### config.mk
export PLATFORM = sky130hd
export DESIGN_NAME = cab_io_if
export DESIGN_NICKNAME = d
export VERILOG_FILES = /design/src/rtl/cab_pkg.sv /design/src/rtl/cab_rx_parse.sv /design/src/rtl/cab_tx_ser.sv /design/src/rtl/cab_io_if.sv
export SDC_FILE = /design/constraint.sdc
export NUM_CORES = 1
export LEC_CHECK = 0
export BUFFER_PORTS_ARGS = -buffer_cell sky130_fd_sc_hd__buf_2
export CELL_PAD_IN_SITES_DETAIL_PLACEMENT = 1
export CELL_PAD_IN_SITES_GLOBAL_PLACEMENT = 1
export CORE_ASPECT_RATIO = 0.8
export CORE_MARGIN = 2
export CORE_UTILIZATION = 38
export DETAILED_ROUTE_END_ITERATION = 10
export HOLD_SLACK_MARGIN = 0.02
export PLACE_DENSITY_LB_ADDON = 0.1
export SYNTH_ARGS = -nofsm -noshare
export SYNTH_HDL_FRONTEND = slang
export SYNTH_SLANG_ARGS = --single-unit
### constraint.sdc
create_clock -name clk_i -period 3.1 [get_ports clk_i]
set_clock_uncertainty 0.1 [all_clocks]
set_input_delay 0.31 -clock clk_i [delete_from_list [all_inputs] [get_ports clk_i]]
set_output_delay 0.31 -clock clk_i [all_outputs]
set_load 0.1 [all_outputs]
### src/rtl/cab_pkg.sv
package cab_pkg;
  localparam int PKT_BYTES = 16;
  localparam int ACK_BYTES = 8;
  localparam int FLD_W     = 49;
  localparam int FRAME_W   = PKT_BYTES * 8;

  localparam logic [7:0] PT_DATA = 8'h01;
  localparam logic [7:0] PT_CFG  = 8'h02;
  localparam logic [7:0] PT_ACK  = 8'h03;
  localparam logic [7:0] PT_RESP = 8'h04;

  typedef enum logic [1:0] {S_RX, S_SETTLE, S_TX} st_e;

  function automatic logic [FLD_W-1:0] get_fields(input logic [FRAME_W-1:0] f);
    return {f[75:72], f[87:80], f[95:88], f[103:96], f[108:104], f[119:112], f[127:120]};
  endfunction

  function automatic logic [FRAME_W-1:0] build_frame(
      input logic [7:0] pt, input logic [47:0] mac, input logic [7:0] src,
      input logic [7:0] info, input logic [FLD_W-1:0] fld);
    logic [FRAME_W-1:0] f;
    f = '0;
    f[7:0] = pt;
    for (int i = 0; i < 6; i++) f[(i+1)*8 +: 8] = mac[(5-i)*8 +: 8];
    f[63:56]   = src;
    f[71:64]   = info;
    f[79:72]   = {4'b0, fld[48:45]};
    f[87:80]   = fld[44:37];
    f[95:88]   = fld[36:29];
    f[103:96]  = fld[28:21];
    f[111:104] = {3'b0, fld[20:16]};
    f[119:112] = fld[15:8];
    f[127:120] = fld[7:0];
    return f;
  endfunction
endpackage

### src/rtl/cab_rx_parse.sv
module cab_rx_parse #(
  parameter int NB = 16
) (
  input  logic            clk_i,
  input  logic            rst_ni,
  input  logic            valid_i,
  input  logic            sop_i,
  input  logic [7:0]      data_i,
  input  logic            ready_i,
  output logic [NB*8-1:0] pkt_o,
  output logic            done_o
);
  localparam int CW = $clog2(NB + 1);
  logic [CW-1:0] cnt_q;  // 0: no frame open
  wire xfer = valid_i && ready_i;

  always_ff @(posedge clk_i or negedge rst_ni) begin
    if (!rst_ni) begin
      cnt_q  <= '0;
      pkt_o  <= '0;
      done_o <= 1'b0;
    end else begin
      done_o <= 1'b0;
      if (xfer) begin
        if (sop_i) begin
          pkt_o[7:0] <= data_i;
          cnt_q      <= CW'(1);
        end else if (cnt_q != '0) begin
          pkt_o[{cnt_q, 3'b000} +: 8] <= data_i;
          if (cnt_q == CW'(NB - 1)) begin
            cnt_q  <= '0;
            done_o <= 1'b1;
          end else begin
            cnt_q <= cnt_q + CW'(1);
          end
        end
      end
    end
  end

  assert_done_pulse_R2: assert property (@(posedge clk_i) disable iff (!rst_ni)
    done_o |=> !done_o);
  assert_done_after_byte_R2: assert property (@(posedge clk_i) disable iff (!rst_ni)
    $rose(done_o) |-> $past(xfer && !sop_i));
endmodule

### src/rtl/cab_tx_ser.sv
module cab_tx_ser #(
  parameter int NB  = 16,
  parameter int NAK = 8
) (
  input  logic            clk_i,
  input  logic            rst_ni,
  input  logic            en_i,
  input  logic            full_i,
  input  logic [NB*8-1:0] frame_i,
  input  logic            ready_i,
  output logic            valid_o,
  output logic            sop_o,
  output logic [7:0]      data_o,
  output logic            last_o
);
  localparam int IW = $clog2(NB);
  logic [IW-1:0] idx_q;
  logic [IW-1:0] last_idx;

  assign last_idx = full_i ? IW'(NB - 1) : IW'(NAK - 1);
  assign valid_o  = en_i;
  assign sop_o    = en_i && (idx_q == '0);
  assign data_o   = frame_i[{idx_q, 3'b000} +: 8];
  assign last_o   = en_i && ready_i && (idx_q == last_idx);

  always_ff @(posedge clk_i or negedge rst_ni) begin
    if (!rst_ni)        idx_q <= '0;
    else if (!en_i)     idx_q <= '0;
    else if (ready_i)   idx_q <= last_o ? '0 : idx_q + IW'(1);
  end

  assert_tx_hold_R10: assert property (@(posedge clk_i) disable iff (!rst_ni)
    (valid_o && !ready_i) |=> (valid_o && $stable(data_o)));
endmodule

### src/rtl/cab_io_if.sv
module cab_io_if #(
  parameter int SETTLE_CYC = 4
) (
  input  logic        clk_i,
  input  logic        rst_ni,
  input  logic [47:0] own_mac_i,
  input  logic [7:0]  own_src_i,
  input  logic [7:0]  src_mask_i,
  input  logic [7:0]  info_mask_i,
  input  logic [7:0]  resp_mask_i,
  input  logic        rx_valid_i,
  input  logic        rx_sop_i,
  input  logic [7:0]  rx_data_i,
  output logic        rx_ready_o,
  output logic        tx_valid_o,
  output logic        tx_sop_o,
  output logic [7:0]  tx_data_o,
  input  logic        tx_ready_i,
  output logic [48:0] pay_new_o,
  output logic [48:0] pay_old_o,
  input  logic [48:0] pay_out_i
);
  import cab_pkg::*;
  localparam int CW = $clog2(SETTLE_CYC + 1);

  st_e                state_q;
  logic [CW-1:0]      cnt_q;
  logic [7:0]         info_q;
  logic               full_q;
  logic [FRAME_W-1:0] frame_q;
  logic [FRAME_W-1:0] rx_pkt;
  logic               rx_done;
  logic               tx_last;
  logic [7:0]         f_type, f_src, f_info;
  logic               accept, respond;

  assign rx_ready_o = (state_q == S_RX) && !rx_done;

  cab_rx_parse #(.NB(PKT_BYTES)) u_rx (
    .clk_i, .rst_ni, .valid_i(rx_valid_i), .sop_i(rx_sop_i), .data_i(rx_data_i),
    .ready_i(rx_ready_o), .pkt_o(rx_pkt), .done_o(rx_done));

  cab_tx_ser #(.NB(PKT_BYTES), .NAK(ACK_BYTES)) u_tx (
    .clk_i, .rst_ni, .en_i(state_q == S_TX), .full_i(full_q), .frame_i(frame_q),
    .ready_i(tx_ready_i), .valid_o(tx_valid_o), .sop_o(tx_sop_o), .data_o(tx_data_o),
    .last_o(tx_last));

  assign f_type  = rx_pkt[7:0];
  assign f_src   = rx_pkt[63:56];
  assign f_info  = rx_pkt[71:64];
  assign accept  = (f_src < 8'd8) && src_mask_i[f_src[2:0]] &&
                   (f_info < 8'd8) && info_mask_i[f_info[2:0]];
  assign respond = accept && resp_mask_i[f_info[2:0]];

  always_ff @(posedge clk_i or negedge rst_ni) begin
    if (!rst_ni) begin
      state_q   <= S_RX;
      cnt_q     <= '0;
      info_q    <= '0;
      full_q    <= 1'b0;
      frame_q   <= '0;
      pay_new_o <= '0;
      pay_old_o <= '0;
    end else begin
      unique case (state_q)
        S_RX: if (rx_done && f_type == PT_DATA) begin
          info_q <= f_info;
          if (accept) begin
            pay_old_o <= pay_new_o;
            pay_new_o <= get_fields(rx_pkt);
          end
          if (respond) begin
            state_q <= S_SETTLE;
            cnt_q   <= CW'(SETTLE_CYC - 1);
          end else begin
            frame_q <= build_frame(PT_ACK, own_mac_i, own_src_i, 8'h00, '0);
            full_q  <= 1'b0;
            state_q <= S_TX;
          end
        end
        S_SETTLE: if (cnt_q == '0) begin
          frame_q <= build_frame(PT_RESP, own_mac_i, own_src_i, info_q, pay_out_i);
          full_q  <= 1'b1;
          state_q <= S_TX;
        end else begin
          cnt_q <= cnt_q - CW'(1);
        end
        S_TX: if (tx_last) state_q <= S_RX;
        default: state_q <= S_RX;
      endcase
    end
  end

  assert_no_rx_during_tx_R9: assert property (@(posedge clk_i) disable iff (!rst_ni)
    !(rx_ready_o && tx_valid_o));
  assert_old_tracks_new_R3: assert property (@(posedge clk_i) disable iff (!rst_ni)
    !$stable(pay_old_o) |-> (pay_old_o == $past(pay_new_o)));
  assert_buffers_only_on_frame_R5: assert property (@(posedge clk_i) disable iff (!rst_ni)
    !$stable(pay_new_o) |-> $past(rx_done));
  assert_sop_valid_R7: assert property (@(posedge clk_i) disable iff (!rst_ni)
    tx_sop_o |-> tx_valid_o);
endmodule

==> Yosys cells after proc, flatten, opt, wreduce, memory -nomap -nowiden <==
Cells that the tools add are included.
{ "classes": {"n_shift": 3, "eq_ne": 12, "n_reduce_logical": 24, "add_sub_neg": 4, "n_bitwise": 1, "order_cmp": 4, "mux": 37} }
{ "ops": {"columns": ["op", "n"], "rows": [
  ["128-bit two-way mux", 3],
  ["128-bit case mux with 2 select lines", 1],
  ["128-bit bitwise mux", 1],
  ["8-bit by 10-bit variable shift with 128-bit output, first input constant", 1],
  ["128-bit by 8-bit indexed part select with 8-bit output", 1],
  ["8-bit by 10-bit indexed part select with 128-bit output", 1],
  ["8-bit by 4-bit < comparator with 1-bit output, second input constant", 2],
  ["4-bit two-way mux", 4],
  ["8-bit two-way mux", 2],
  ["5-bit two-way mux", 3],
  ["2-bit inequality test, second input constant", 6],
  ["1-bit logical AND", 10],
  ["1-bit two-way mux", 10],
  ["8-bit negation with 10-bit output", 1],
  ["1-bit binary-select mux with 3-bit select", 3],
  ["3-bit two-way mux", 3],
  ["3-bit AND reduction", 3],
  ["8-bit by 1-bit == test with 1-bit output, second input constant", 1],
  ["3-bit by 4-bit < comparator with 1-bit output, second input constant", 2],
  ["2-bit two-way mux", 4],
  ["4-bit AND reduction", 2],
  ["2-bit case mux with 3 select lines", 1],
  ["3-bit case mux with 2 select lines", 1],
  ["5-bit by 1-bit adder with 5-bit output, second input constant", 1],
  ["16 further kinds", 18]
]} }
{ "totals": {"out_inout_bits": 109, "elab_cells": 97, "reg_bits": 378} }

==> Logic depth before layout (Yosys ltp) <==
{ "depth": {"depth_word": 9, "depth_mapped": 13} }

==> Cells and area by module <==
From an unflattened synthesis, not the netlist that was laid out.
{ "hier_totals": {"cells_unflattened": 1170, "hier_area_um2": 16328.2} }
{ "by_module_without_submodules": {"columns": ["module", "area_each_um2", "instances", "cells_each"], "rows": [
  ["cab_io_if", 9256.4, 1, 654],
  ["cab_rx_parse", 5758.0, 1, 390],
  ["cab_tx_ser", 1313.8, 1, 126]
]} }

==> Worst setup path after synthesis <==
No wires, ideal clock.
{ "synth_path": {"path_type": "register -> output", "from": "register u_tx.idx_q[0]", "to": "output tx_sop_o", "path_slack_ns": -1.625, "stages_incl_launch_ff": 6, "t_required_ns": 2.690, "arrival_time_ns": 4.315, "path_cell_list": "dfrtp_1 -> buf_1 -> clkbuf_1 -> inv_1 -> ha_1 -> nor4b_1"} }
{ "synth_via": {"elab_chain_cells": 2} }
{ "synth_lines": {"columns": ["element", "line", "rtl"], "rows": [
  ["start: declaration", "cab_tx_ser.sv:17", "logic [IW-1:0] idx_q;"],
  ["start signal: assignment", "cab_tx_ser.sv:29", "else if (ready_i) idx_q <= last_o ? '0 : idx_q + IW'(1);"],
  ["4-bit zero test", "cab_tx_ser.sv:22", "assign sop_o = en_i && (idx_q == '0);"],
  ["1-bit logical AND", "cab_tx_ser.sv:22", null],
  ["end: declaration", "cab_io_if.sv:16", "output logic tx_sop_o,"]
]} }
No other way between the ends.

==> Final worst setup path <==
{ "layout_path": {"from": "register u_tx.idx_q[0]", "to": "output tx_data_o[1]"} }
{ "layout_via": {"elab_chain_cells": 1} }
{ "layout_lines": {"columns": ["element", "line", "rtl"], "rows": [
  ["128-bit by 8-bit indexed part select with 8-bit output", "cab_tx_ser.sv:23", "assign data_o = frame_i[{idx_q, 3'b000} +: 8];"],
  ["end: declaration", "cab_io_if.sv:17", "output logic [7:0] tx_data_o,"]
]} }
No other way between the ends.

==> results.yml <==
run_status:
  status: "completed"
critical_path:
  crit_path_start: "u_tx.idx_q[0]"
  crit_arrival_ns: 2.61
  crit_fanout: 16
  critPathLaunchType: "register"
  endpoint: "tx_data_o[1]"
  r2r_cells: 10
  r2r_start: "u_rx.cnt_q[1]"
  reg2reg_to: "u_rx.pkt_o[81]"
  r2r_setup_slack_ns: 0.27
  endpoint_kind: "output port"
  path_class: "reg2out"
  worstPathRequired_ns: 2.69
die:
  die_width_um: 215.4
  core_um2: 34960
  ioPinCount: 251
  row_count: 61
  start_util_pct: 38.88
  die_area_um2: 37300
  fp.dieH_um: 173.1
clocking:
  htreeDepth: 1
  cts_root_buffer: "clkbuf_16"
  clk_latency_ns: 0.57
  cts_buffers: 31
  clk_pin_slew_worst_paths_ns: 0.06
  cts_buffer_depth: 3
  cts_sinks: 309
  cts_tree: "built"
route:
  ant_nets: 0
  route.detailed.drc: 0
  drtPass1Iterations: 4
  routed_wl_um: 38060
  first_iter_violations: 466
  via_count: 9383
  wire_per_inst_um: 19.99
  vias_per_cell: 4.928
worst_hold_path:
  hp-start: "rx_data_i[1]"
  holdCritPathClass: "in2reg"
logic_synthesis:
  synth_top_area_share_pct: 56.90
  synth-seq-cells: 309
  synth_top_area_cell: "dfrtp_1"
  syn_nets: 1164
  yosysSeqAreaShare_pct: 56.90
  syn_area_per_cell_um2: 13.39
  yosys_warnings: 0
  netlist_instances: 1015
  synth_area_leaders: "dfrtp_1 (57%), mux2_2 (17%), mux4_2 (5.3%)"
  ys_types: 52
  synthFlopType: "dfrtp_1"
  synth_edf_count: 0
  async_flop_share_pct: 100.0
  syn-cell-area_um2: 13590
global_routing:
  grt_pass1_wl_um: 60150
  grt_pass1_vias: 10200
  antenna_found_initial: 8
  grt_util_all_layers_pct: 20.69
  overflow: 0
  grt_max_degree: 80
power_and_ir_drop:
  leakage_nw: 8.600
  power_density_nw_per_um2: 539.8
  peakVddDrop_mv: 0.4248
sta:
  min_period_over_period_pct: 97.26
  fmax_ghz: 0.3317
  worst_slew_pin_slew_ns: 0.6607
  hold_violations: 0
  rsz0062_at_grt: "false"
  slew_viol_final: 0
  finalSetupViolations: 0
  fin_crit_ns: 3.015
  tns_ns: 0
  slew_headroom_pct: 55.95
flow_run:
  maxCapViolations: 0
finish:
  layout_commonest_cell: "dfrtp_1"
  final_nets: 1551
  drive_gt1_share_pct: 43.41
  fill_cells: 3629
  fin_cells: 1904
  final_cell_mix: "dfrtp_1 (308), buf_2 (241), mux2_2 (210)"
  area_delta_synth_final_pct: 32.86
placed_design:
  post-place-cells: 1723
  io_buffers: 250
  gp_congestion: 0.7807
  dp_hpwl_um: 25980
how the worst min path moves through the flow:
stage,end,cells past startpoint
after global placement,frame_q[15],1
final,u_rx.pkt_o[57],3
after CTS,u_rx.pkt_o[57],3
after floorplan,cnt_q[0],0
after global routing,u_rx.pkt_o[57],3
after detailed placement,frame_q[15],1
state kept, by name, summed over array words and instances, names as in the netlist:
signal	flops
cnt_q	3
pay_new_o	49
frame_q	115
u_rx.cnt_q	5
u_rx.done_o	1
state_q	2
u_tx.idx_q	4
info_q	8
pay_old_o	49
u_rx.pkt_o	73
power by group:
group / total [mW] / switching [mW] / internal, mW
Clock: 3.97 / 1.59 / 2.39
Combinational: 1.31 / 0.678 / 0.636
Sequential: 4.46 / 0.185 / 4.27
kinds of logic after synthesis:
kind of cell	synth area share [%]
compound gates	2.458
flops	56.90
fa+ha+maj	0.6445
buf+inv	4.033
mux	29.16
simple gates	6.546
xor+xnor	0.2579
layer usage:
metal	share of wire, %	wire length [um]	track usage, %	vias to the layer above
li1	-	-	-	4306
met1	46	17460	29.02	4831
met2	47	17970	33.19	183
met3	4.2	1597	3.553	63
met4	2.7	1027	5.747	0
met5	0	0	0	-
synthesized netlist by cell type (all sizes together), types with 3 or more instances:
master	instances
buf	29
a21oi	6
nor2b	6
a31oi	5
nor3	6
ha	7
a22oi	3
or4	3
dfrtp	309
mux2i	67
nand3	5
mux4	32
nor2	21
and2	9
nand4	3
a211oi	4
o21ai	21
inv	74
clkbuf	25
nor3b	3
nand2	113
and3	3
nor4	3
o22ai	4
mux2	224
or2	5
repair_timing:
item / CTS / global route
resized for setup: 2 / 3
hold endpoints to repair: 194 / 0
hold buffers: 114 / 0
endpoints found under the setup margin: 2 / 5
cloned: 0 / 1
buffers inserted: 0 / 3
metrics by stage:
stage / power (mW) / cell area (um^2) / setup WS, ns / hold WS (ns) / util (%)
2_1_floorplan: 5.188 / 13620 / 0.1820 / -0.08559 / -
3_3_place_gp: 5.699 / 15760 / 0.3469 / 0.2552 / 45.08
3_5_place_dp: 5.736 / 15760 / 0.3005 / 0.2483 / 45.08
4_1_cts: 9.884 / 17980 / 0.003946 / 0.02507 / 51.45
5_1_grt: 10.22 / 18050 / 0.0007456 / 0.07236 / 51.64
6_report: 9.746 / 18050 / 0.08497 / 0.05592 / 51.65
critical path, stage by stage (launching register included):
cell      delay, ns
dfrtp_2        0.42
buf_12         0.21
mux4_2         0.60
mux4_2         0.50
clkbuf_4       0.30
layout make-up:
cell class / count / area (um^2) / area share (%)
Timing Repair Buffer: 408 / 2995 / 16.59
Clock inverter: 15 / 202.7 / 1.123
Tap cell: 472 / 590.6 / 3.271
Inverter: 74 / 277.8 / 1.538
Sequential cell: 309 / 7734 / 42.83
Multi-Input combinational cell: 578 / 5363 / 29.70
Antenna cell: 6 / 15.01 / 0.08316
Clock buffer: 42 / 877.1 / 4.858
Note: power is estimated with default switching activity, not from simulation.
